==> config.mk <==
export PLATFORM = sky130hd
export DESIGN_NAME = busm_irq_ctrl
export DESIGN_NICKNAME = d
export VERILOG_FILES = /design/src/rtl/busm_irq_pkg.sv /design/src/rtl/busm_irq_decode.sv /design/src/rtl/busm_irq_status.sv /design/src/rtl/busm_irq_mask.sv /design/src/rtl/busm_irq_ctrl.sv
export SDC_FILE = /design/constraint.sdc
export NUM_CORES = 1
export LEC_CHECK = 0
export BUFFER_PORTS_ARGS = -buffer_cell sky130_fd_sc_hd__buf_2
export CORE_MARGIN = 1
export CORE_UTILIZATION = 29
export DETAILED_ROUTE_END_ITERATION = 10
export PLACE_DENSITY = 0.63
export SLEW_MARGIN = 20
export SYNTH_ARGS = -nofsm -noshare
export SYNTH_HDL_FRONTEND = slang
export SYNTH_HIERARCHICAL = 1
export SYNTH_SLANG_ARGS = --single-unit
==> constraint.sdc <==
create_clock -name clk -period 2.5 [get_ports clk]
set_clock_uncertainty 0.15 [all_clocks]
set_input_delay 0.125 -clock clk [delete_from_list [all_inputs] [get_ports clk]]
set_output_delay 0.125 -clock clk [all_outputs]
set_load 0.005 [all_outputs]
==> src/rtl/busm_irq_pkg.sv <==
package busm_irq_pkg;

  // Number of source positions, including the reserved hole at bit 8.
  localparam int unsigned SRC_W = 10;

  // Positions that hold a real flop.
  localparam logic [SRC_W-1:0] SRC_IMPL = 10'h2FF;

  // Arbitration lost, receive underflow, transmit overflow,
  // receive overflow, no acknowledge.
  localparam logic [SRC_W-1:0] ERR_GROUP = 10'h2E4;

  typedef struct packed {
    logic stat_wr;
    logic ena_wr;
    logic dis_wr;
  } wr_sel_t;

  typedef enum logic [1:0] {
    RD_ZERO = 2'd0,
    RD_STAT = 2'd1,
    RD_MASK = 2'd2
  } rd_sel_t;

endpackage

==> src/rtl/busm_irq_decode.sv <==
module busm_irq_decode
  import busm_irq_pkg::*;
#(
  parameter int unsigned ADDR_W   = 8,
  parameter logic [ADDR_W-1:0] OFS_STAT = 8'h10,
  parameter logic [ADDR_W-1:0] OFS_MASK = 8'h20,
  parameter logic [ADDR_W-1:0] OFS_ENA  = 8'h24,
  parameter logic [ADDR_W-1:0] OFS_DIS  = 8'h28
) (
  input  logic [ADDR_W-1:0] addr_i,
  input  logic              we_i,
  output wr_sel_t           wr_o,
  output rd_sel_t           rd_o
);

  always_comb begin
    wr_o.stat_wr = we_i && (addr_i == OFS_STAT);
    wr_o.ena_wr  = we_i && (addr_i == OFS_ENA);
    wr_o.dis_wr  = we_i && (addr_i == OFS_DIS);
  end

  // The set and clear ports are write-only, so they decode to zero.
  always_comb begin
    if (addr_i == OFS_STAT)      rd_o = RD_STAT;
    else if (addr_i == OFS_MASK) rd_o = RD_MASK;
    else                         rd_o = RD_ZERO;
  end

  always_comb begin
    a_r5_one_write_target: assert ($countones({wr_o.stat_wr, wr_o.ena_wr, wr_o.dis_wr}) <= 1);
  end

endmodule

==> src/rtl/busm_irq_status.sv <==
module busm_irq_status #(
  parameter int unsigned SRC_W = 10,
  parameter logic [SRC_W-1:0] IMPL = '1
) (
  input  logic             clk,
  input  logic             rst_n,
  input  logic [SRC_W-1:0] evt_i,
  input  logic [SRC_W-1:0] clr_i,
  output logic [SRC_W-1:0] stat_o
);

  for (genvar i = 0; i < SRC_W; i++) begin : g_bit
    if (IMPL[i]) begin : g_flop
      logic bit_q;
      logic bit_d;
      logic bit_en;

      // An event beats a clear in the same cycle.
      always_comb begin
        bit_en = evt_i[i] | clr_i[i];
        bit_d  = evt_i[i];
      end

      always_ff @(posedge clk or negedge rst_n) begin
        if (!rst_n)      bit_q <= 1'b0;
        else if (bit_en) bit_q <= bit_d;
      end

      assign stat_o[i] = bit_q;

      a_r2_event_latches: assert property (@(posedge clk) disable iff (!rst_n)
        evt_i[i] |=> stat_o[i]);
      a_r3_clear_drops: assert property (@(posedge clk) disable iff (!rst_n)
        (clr_i[i] && !evt_i[i]) |=> !stat_o[i]);
      a_r2_holds_idle: assert property (@(posedge clk) disable iff (!rst_n)
        (!clr_i[i] && !evt_i[i]) |=> $stable(stat_o[i]));
    end else begin : g_hole
      logic unused_in;
      assign unused_in = evt_i[i] ^ clr_i[i];
      assign stat_o[i] = 1'b0;
    end
  end

endmodule

==> src/rtl/busm_irq_mask.sv <==
module busm_irq_mask #(
  parameter int unsigned SRC_W = 10,
  parameter logic [SRC_W-1:0] IMPL = '1
) (
  input  logic             clk,
  input  logic             rst_n,
  input  logic [SRC_W-1:0] set_i,
  input  logic [SRC_W-1:0] clr_i,
  output logic [SRC_W-1:0] mask_o
);

  for (genvar i = 0; i < SRC_W; i++) begin : g_bit
    if (IMPL[i]) begin : g_flop
      logic en_q;
      logic en_d;
      logic en_upd;

      always_comb begin
        en_upd = set_i[i] | clr_i[i];
        en_d   = set_i[i];
      end

      always_ff @(posedge clk or negedge rst_n) begin
        if (!rst_n)      en_q <= 1'b0;
        else if (en_upd) en_q <= en_d;
      end

      assign mask_o[i] = en_q;

      a_r5_set_enables: assert property (@(posedge clk) disable iff (!rst_n)
        set_i[i] |=> mask_o[i]);
      a_r5_clr_disables: assert property (@(posedge clk) disable iff (!rst_n)
        (clr_i[i] && !set_i[i]) |=> !mask_o[i]);
    end else begin : g_hole
      logic unused_in;
      assign unused_in = set_i[i] ^ clr_i[i];
      assign mask_o[i] = 1'b0;
    end
  end

endmodule

==> src/rtl/busm_irq_ctrl.sv <==
module busm_irq_ctrl
  import busm_irq_pkg::*;
#(
  parameter int unsigned ADDR_W = 8,
  parameter int unsigned DATA_W = 32,
  parameter logic [ADDR_W-1:0] OFS_STAT = 8'h10,
  parameter logic [ADDR_W-1:0] OFS_MASK = 8'h20,
  parameter logic [ADDR_W-1:0] OFS_ENA  = 8'h24,
  parameter logic [ADDR_W-1:0] OFS_DIS  = 8'h28
) (
  input  logic              clk,
  input  logic              rst_n,
  input  logic [ADDR_W-1:0] bus_addr,
  input  logic              bus_we,
  input  logic [DATA_W-1:0] bus_wdata,
  output logic [DATA_W-1:0] bus_rdata,
  input  logic [SRC_W-1:0]  evt_pulse,
  output logic              irq,
  output logic              err_pending
);

  localparam int unsigned PAD_W = DATA_W - SRC_W;

  // Reset: asserted at once, released on the second clock edge.
  logic [1:0] rs_q;
  logic       rst_sync_n;

  always_ff @(posedge clk or negedge rst_n) begin
    if (!rst_n) rs_q <= 2'b00;
    else        rs_q <= {rs_q[0], 1'b1};
  end
  assign rst_sync_n = rs_q[1];

  wr_sel_t          wr_sel;
  rd_sel_t          rd_sel;
  logic [SRC_W-1:0] wbits;
  logic [SRC_W-1:0] stat_clr;
  logic [SRC_W-1:0] mask_set;
  logic [SRC_W-1:0] mask_clr;
  logic [SRC_W-1:0] stat_q;
  logic [SRC_W-1:0] mask_q;
  logic             unused_wdata_hi;

  assign wbits           = bus_wdata[SRC_W-1:0];
  assign unused_wdata_hi = ^bus_wdata[DATA_W-1:SRC_W];

  busm_irq_decode #(
    .ADDR_W  (ADDR_W),
    .OFS_STAT(OFS_STAT),
    .OFS_MASK(OFS_MASK),
    .OFS_ENA (OFS_ENA),
    .OFS_DIS (OFS_DIS)
  ) u_decode (
    .addr_i(bus_addr),
    .we_i  (bus_we),
    .wr_o  (wr_sel),
    .rd_o  (rd_sel)
  );

  always_comb begin
    stat_clr = wr_sel.stat_wr ? wbits : '0;
    mask_set = wr_sel.ena_wr  ? wbits : '0;
    mask_clr = wr_sel.dis_wr  ? wbits : '0;
  end

  busm_irq_status #(
    .SRC_W(SRC_W),
    .IMPL (SRC_IMPL)
  ) u_status (
    .clk   (clk),
    .rst_n (rst_sync_n),
    .evt_i (evt_pulse),
    .clr_i (stat_clr),
    .stat_o(stat_q)
  );

  busm_irq_mask #(
    .SRC_W(SRC_W),
    .IMPL (SRC_IMPL)
  ) u_mask (
    .clk   (clk),
    .rst_n (rst_sync_n),
    .set_i (mask_set),
    .clr_i (mask_clr),
    .mask_o(mask_q)
  );

  always_comb begin
    unique case (rd_sel)
      RD_STAT: bus_rdata = {{PAD_W{1'b0}}, stat_q};
      RD_MASK: bus_rdata = {{PAD_W{1'b0}}, mask_q};
      default: bus_rdata = '0;
    endcase
  end

  assign irq         = |(stat_q & mask_q);
  assign err_pending = |(stat_q & ERR_GROUP);

  a_r7_quiet_when_masked: assert property (@(posedge clk) disable iff (!rst_sync_n)
    (mask_q == '0) |-> !irq);
  a_r8_err_needs_pending: assert property (@(posedge clk) disable iff (!rst_sync_n)
    err_pending |-> (stat_q != '0));
  a_r1_clean_after_reset: assert property (@(posedge clk)
    $rose(rst_sync_n) |-> (stat_q == '0) && (mask_q == '0));

endmodule

[Yosys cells after proc, flatten, opt, wreduce, memory -nomap -nowiden]
Index checks and enable logic that the tools add are counted.
Operators by class
  add/subtract/negate cells: 0
  multipliers: 0
  div/mod/pow operators: 0
  magnitude comparators: 0
  equality and inequality tests: 6
  shift-type cells: 0
  mux-type cells: 6
  bitwise gates (word level): 19
  reductions and logical operators: 5
Operators by type and width (number)
  10-bit two-way mux: 3
  8-bit by 6-bit == test with 1-bit output (second input constant): 3
  10-bit one-hot mux with 2 select lines: 1
  1-bit bitwise OR: 18
  10-bit bitwise AND: 1
  10-bit OR reduction: 1
  8-bit by 5-bit == test with 1-bit output (second input constant): 1
  5-bit OR reduction: 1
  2-bit two-way mux: 2
  1-bit logical AND: 3
  2-bit by 1-bit == test with 1-bit output (second input constant): 1
  2-bit == test (second input constant): 1
Storage, ports and cells
  flip-flop bits (word level): 20
  bits in latches: 0
  RAM bits: 0
  ROM bits: 0
  output and inout bits: 34
  memories: 0

[Longest topological paths before layout]
Gate-level depths: netlist of the first run.
  word-level depth: 5
  depth in mapped cells: 7
  gate-level depth less buffers: 6

[Cells and area by module]
The synthesis of the first run kept the hierarchy.
By module, submodules not included
  busm_irq_ctrl: instances 1, cells an instance 92, area each 634.4 sq um, sequential area each 50.0 sq um
  busm_irq_mask: instances 1, cells an instance 38, area each 405.4 sq um, sequential area each 225.2 sq um
  busm_irq_status: instances 1, cells an instance 38, area each 405.4 sq um, sequential area each 225.2 sq um
  busm_irq_decode: instances 1, cells an instance 11, area each 91.3 sq um, sequential area each 0.0 sq um

[Worst setup path before layout of the first run]
OpenSTA, ideal clock, no wires.
  kind: input to output
  from: input bus_addr[1]
  to: output bus_rdata[0]
  arrival time: 1.689 ns
  required time: 2.225 ns
  slack: 0.536 ns
  stages on the path: 6
  path buffers: 1
  cell sequence: or4_4 nor4_1 inv_1 ha_1 buf_1 nor2_1
On the way
  elaborated cells on any way between the ends: 7
  those cells by class: 4 x eq/ne; 3 x mux
RTL lines
  start: declaration: RTL line busm_irq_ctrl.sv:13  | input logic [ADDR_W-1:0] bus_addr,
  8-bit by 5-bit == test with 1-bit output (*): RTL line busm_irq_decode.sv:24  | if (addr_i == OFS_STAT) rd_o = RD_STAT;
  2-bit two-way mux (*): RTL line busm_irq_decode.sv:24
  named net rd_sel[0]: RTL line busm_irq_ctrl.sv:35  | rd_sel_t rd_sel;
  2-bit == test or 2-bit by 1-bit == test with 1-bit output (tied branches): RTL line busm_irq_ctrl.sv:89  | unique case (rd_sel)
  10-bit one-hot mux with 2 select lines (*): RTL line busm_irq_ctrl.sv:89
  end: declaration: RTL line busm_irq_ctrl.sv:16  | output logic [DATA_W-1:0] bus_rdata,
The timed path passes the listed nets; every way through them passes the cells marked *.

[Worst setup path after layout of the first run]
  from: input bus_addr[1]
  to: output bus_rdata[9]
Same word-level chain as after synthesis.

==> results of run 1 <==
-- power breakdown --
group          total, mW  leakage (nW)  switching, mW  internal (mW)
Clock              0.329        0.0357          0.115          0.214
Sequential         0.344         0.226         0.0118          0.332
Combinational     0.0763         0.566         0.0331         0.0431
Total              0.749         0.828          0.160          0.589
-- layout by cell type (no fill, tap or decap) --
cell type,count
a21o_1,18
conb_1,25
nor3_1,1
or4_4,1
buf_2,39
and2_1,27
nor4b_2,2
a221oi_2,1
nand2_1,1
a22oi_1,13
bufinv_16,1
nor2_1,12
and4bb_2,1
nand4_1,1
nand3b_1,1
dfrtp_1,20
a22o_1,1
clkbuf_8,3
inv_1,22
nand2b_1,1
ha_1,2
dlygate4sd3_1,10
buf_4,3
nor4_1,2
-- per-layer routing --
metal	GRT usage	part of all wire
met5	0	0
met1	0.141	0.42
met2	0.204	0.51
met3	0.0217	0.053
met4	0.0440	0.015
-- stage by stage --
stage	setup slack [ps]	total power, mW	utilization
after global placement	201	0.415	0.322
after CTS	119	0.756	0.357
after detailed placement	117	0.416	0.322
final	141	0.749	0.357
after floorplan	536	0.415	-
after global routing	33.3	0.783	0.357
-- flip-flops by register name, indices dropped and copies added (netlist names) --
| name | count |
|---|---|
| u_mask/g_bit.g_flop.en_q | 9 |
| rs_q | 2 |
| u_status/g_bit.g_flop.bit_q | 9 |
-- path summary, 6_finish.rpt --
check	end	from
setup / recovery	bus_rdata[9]	bus_addr[1]
hold / removal	rs_q[0]$_DFF_PN0_	rst_n
setup reg to reg	u_status/g_bit[1].g_flop.bit_q$_DFFE_PN0P_	rs_q[1]$_DFF_PN0_
hold reg to reg	u_status/g_bit[5].g_flop.bit_q$_DFFE_PN0P_	rs_q[1]$_DFF_PN0_
max in group asynchronous	u_status/g_bit[1].g_flop.bit_q$_DFFE_PN0P_	rs_q[1]$_DFF_PN0_
min in group clk	u_mask/g_bit[5].g_flop.en_q$_DFFE_PN0P_	bus_wdata[5]
-- final cells by class --
class / count / area [um^2]
multi-input cells: 110 / 684
inverters: 22 / 82.6
clock buffers: 3 / 41.3
well taps: 67 / 83.8
clock inverters: 1 / 30.0
flip-flops and latches: 20 / 500
repair buffers: 52 / 318
fillers: 547 / 3140
-- critical path, delay by kind of cell --
family	cells	cell delay, ps
adder cells (fa/ha/maj)	1	460
AND/OR/NAND/NOR	3	1120
AO/OA/AOI/OAI	1	150
buffers and inverters	2	230
==> results_dict.tcl, run 1 <==
set metrics [dict create \
    worst_slew_pin_slew_ps 753 \
    dp.cells 261 \
    drt_iter0_drc 25 \
    layout.nets 264 \
    ys_warn_count 6 \
    n_antenna_cell 0 \
    die_area_um2 5530 \
    avgSynthCellArea_um2 8.62 \
    setup_violations 0 \
    period_share 0.943 \
    antenna_found_initial 0 \
    final_area_um2 1740 \
    cp_data_arrival_time_ps 2080 \
    post_cts_buffers 0 \
    slew_viol_final 0 \
    hpwl_um 2310 \
    hp-class "input pin to asynchronous set/reset pin" \
    cp_slowest_cell "or4_4" \
    cap_violations 0 \
    dr_total_vias 1134 \
    die_h_um 74.3 \
    post_cts_resized 0 \
    grt_start_max_net_pins 19 \
    drc_errors 0 \
    slowest_delay_ps 570 \
    h-tree-depth 1 \
    max_freq_mhz 424 \
    ir_drop_mv 0.264 \
    finalHoldViolCount 0 \
    drive_above_1_share 0.245 \
    rsz0062_at_grt "no" \
    dr.pass1.iters 4 \
    clkLatencyLatePin_ps 260 \
    io_buffer_count 39 \
    fp.dieW_um 74.3 \
    critical_path_class "input pin to output pin" \
    dpl-instance-area_um2 1570 \
    initial_core_util 0.311 \
    clock_sinks 20 \
    viasPerCell 4.12 \
    hold_slack_ps 10.8 \
    grt.total_usage 0.116 \
    status "complete, no violations" \
    r2r_setup_slack_ps 1560 \
    syn2layout_area_growth_pct 14.7 \
    core-area_um2 4880 \
    grt-ovfl-total 0 \
    critPathRequiredTime_ps 2230 \
    grt_first_pass_wirelength_um 4840 \
    syn_inst 176 \
    root_buffer "clkbuf_8" \
    drt_wl_total_um 2940 \
    clk_pin_slew_worst_paths_ps 80 \
    pin_count 87 \
    power.density_nw_per_um2 430 \
    cts_made_buffers 3 \
    worstPathMaxFanout 10 \
    wl_per_cell_um 10.7 \
    cp-end-kind "output pin" \
    grt_pass1_vias 1063 \
    ant_nets 0 \
    rr_worst_depth 0 \
    ctsHoldBuffers 10 \
    gp_congestion 0.729 \
    fin_cells 275 \
    clk_path_buf_depth 2 \
    startpoint_type "input pin" \
    slew_headroom 0.498 \
    min_period_ps 2360 \
    path_cells "buf_2 -> or4_4 -> nor4_1 -> ha_1 -> a22oi_1 -> nor2_1 -> buf_2" \
    num_rows 25 \
    cts_tree "yes" \
    synth.cell_area_um2 1520 \
    cpMostUsedCell "buf_2" \
    setup_tns_ps 0 \
    p_leak_nw 0.828 \
]
(Power assumes the default switching activity.)
==> run 2: changes to the inputs <==
- CORE_ASPECT_RATIO: unset -> 0.8
- SYNTH_HIERARCHICAL: 1 -> unset
==> run 2 against run 1 <==
- first-iteration DRC count grew to 2.8 times the previous value
- synthesized cell count is 15% lower
- sequential share of layout area decreased by 0.35 points
- clock power down 24%
- worst hold slack gained 19 ps
- final cell count is 6.9% lower
- clock-buffer cell count up 1
- highest routed layer unchanged
- routed wire length increased by 25%
- critical endpoint unchanged
==> results_dict.tcl, run 2 <==
set metrics [dict create \
    fp.dieW_um 81.5 \
    final_area_um2 1760 \
    power_uw 684 \
    slew_viol_final 0 \
    n_antenna_cell 0 \
    cp-end-kind "output pin" \
    pin_count 87 \
    multi_input_area_um2 810 \
    initial_core_util 0.311 \
    clk_path_buf_depth 2 \
    syn2layout_area_growth_pct 20.2 \
    cp_data_arrival_time_ps 1480 \
    die_h_um 65.6 \
    ys_seq_elements 20 \
    finalHoldViolCount 0 \
    status "complete, no violations" \
    clk_pin_slew_worst_paths_ps 70 \
    viasPerCell 5.02 \
    period_share 0.702 \
    seqCellArea_um2 500 \
    cts_tree "yes" \
    gp_congestion 0.727 \
    mostFrequentLayoutCells "39 x buf_2, 24 x conb_1, 20 x dfrtp_1" \
    power.density_nw_per_um2 388 \
    clock_sinks 20 \
    synthTopCellsByArea "dfrtp_1 34%, buf_4 12%, o41ai_2 10%, a22oi_1 5.1%, a41oi_1 4.8%" \
    synth_most_common_cell "buf_4" \
    dpl-instance-area_um2 1610 \
    dp.cells 242 \
    cap_violations 0 \
    yosys.area.top_type_share 0.342 \
    grt-ovfl-total 0 \
    grt.total_usage 0.148 \
    startpoint_type "input pin" \
    grt_first_pass_wirelength_um 5950 \
    slew_headroom 0.491 \
    dr_total_vias 1286 \
    core-area_um2 4710 \
    fillers 487 \
    antenna_found_initial 0 \
    hp-class "input pin to asynchronous set/reset pin" \
    syn_inst 150 \
    ys.flop_type "dfrtp_1" \
    min_period_ps 1760 \
    p_leak_nw 0.699 \
    worst_slew_pin_slew_ps 763 \
    wl_per_cell_um 14.3 \
    async_flop_share 1.00 \
    ir_drop_mv 0.279 \
    worstPathMaxFanout 11 \
    ctsHoldBuffers 10 \
    grt_pass1_vias 1186 \
    root_buffer "clkbuf_8" \
    fin_cells 256 \
    finalWorstSetupSlack_ps 744 \
    synth_commonest_cells "24 x buf_4, 20 x dfrtp_1, 11 x nor2_1" \
    synth-seq-area-share 0.342 \
    setup_tns_ps 0 \
    grt_start_max_net_pins 21 \
    drive_above_1_share 0.311 \
    rsz0062_at_grt "no" \
    drt_wl_total_um 3670 \
    dp_slack_ps 728 \
    die_area_um2 5340 \
    yosysTopAreaCell "dfrtp_1" \
    cts_made_buffers 3 \
    post_cts_resized 0 \
    synth-edff-count 0 \
    synth.cell_area_um2 1470 \
    drt_iter0_drc 69 \
    max_freq_mhz 570 \
    num_rows 22 \
    post_cts_buffers 0 \
    critPathRequiredTime_ps 2230 \
    drc_errors 0 \
    mostFrequentLayoutCell "buf_2" \
    hpwl_um 2630 \
    ant_nets 0 \
    hold_slack_ps 29.7 \
    dr.pass1.iters 4 \
    layout.nets 250 \
    clkLatencyLatePin_ps 260 \
    critical_path_class "input pin to output pin" \
    ys_warn_count 0 \
    fin_util 0.374 \
    reg_top3 "u_mask.g_bit.g_flop.en_q x9, u_status.g_bit.g_flop.bit_q x9, rs_q x2" \
    netlist-cell-type-count 29 \
    io_buffer_count 39 \
    setup_violations 0 \
    h-tree-depth 1 \
    avgSynthCellArea_um2 9.77 \
]
[run 2: cells by family (layout without fill, tap and decap cells)]
group | Yosys count | count (layout) | synth area share
DFF | 20 | 20 | 0.342
and+or+nand+nor | 47 | 47 | 0.194
buffers and inverters | 33 | 57 | 0.162
AOI/OAI and AO/OA | 48 | 48 | 0.297
other | 2 | 24 | 0.00513
[run 2: path summary, 6_finish.rpt]
path,cells past startpoint,endpoint,from,slack [ps]
max,5,bus_rdata[9],bus_addr[1],740
min reg2reg,0,u_status.g_bit[5].g_flop.bit_q$_DFFE_PN0P_,rs_q[1]$_DFF_PN0_,170
min in group clk,3,u_status.g_bit[9].g_flop.bit_q$_DFFE_PN0P_,bus_wdata[9],40
max reg2reg,2,u_mask.g_bit[3].g_flop.en_q$_DFFE_PN0P_,u_mask.g_bit[3].g_flop.en_q$_DFFE_PN0P_,1540
min,2,rs_q[0]$_DFF_PN0_,rst_n,30
max in group asynchronous,0,u_status.g_bit[4].g_flop.bit_q$_DFFE_PN0P_,rs_q[1]$_DFF_PN0_,1560
[run 2: layout make-up]
| class | instances | share of cell area |
|---|---|---|
| Sequential cell | 20 | 0.284 |
| Tap cell | 60 | 0.0426 |
| Multi-Input combinational cell | 119 | 0.460 |
| Timing Repair Buffer | 52 | 0.180 |
| Inverter | 1 | 0.00213 |
| Clock buffer | 4 | 0.0312 |
[run 2: critical path, stage by stage]
cell and delay (ps):
buf_2 120, or2_2 450, or3_1 520, nor2_1 150, buf_2 120
[run 2: where the power goes]
| group | total [mW] | internal (mW) | switching, mW |
|---|---|---|---|
| logic | 0.102 | 0.0401 | 0.0621 |
| clock network | 0.250 | 0.140 | 0.110 |
| registers | 0.332 | 0.325 | 0.00657 |
[run 2: per-layer routing]
metal,routed length [um],up-vias,track usage,part of all wire
met4,19,0,0.0335,0.0052
met2,1800,47,0.248,0.49
met5,0,-,0,0
li1,-,612,-,-
met3,205,2,0.0292,0.056
met1,1650,625,0.195,0.45
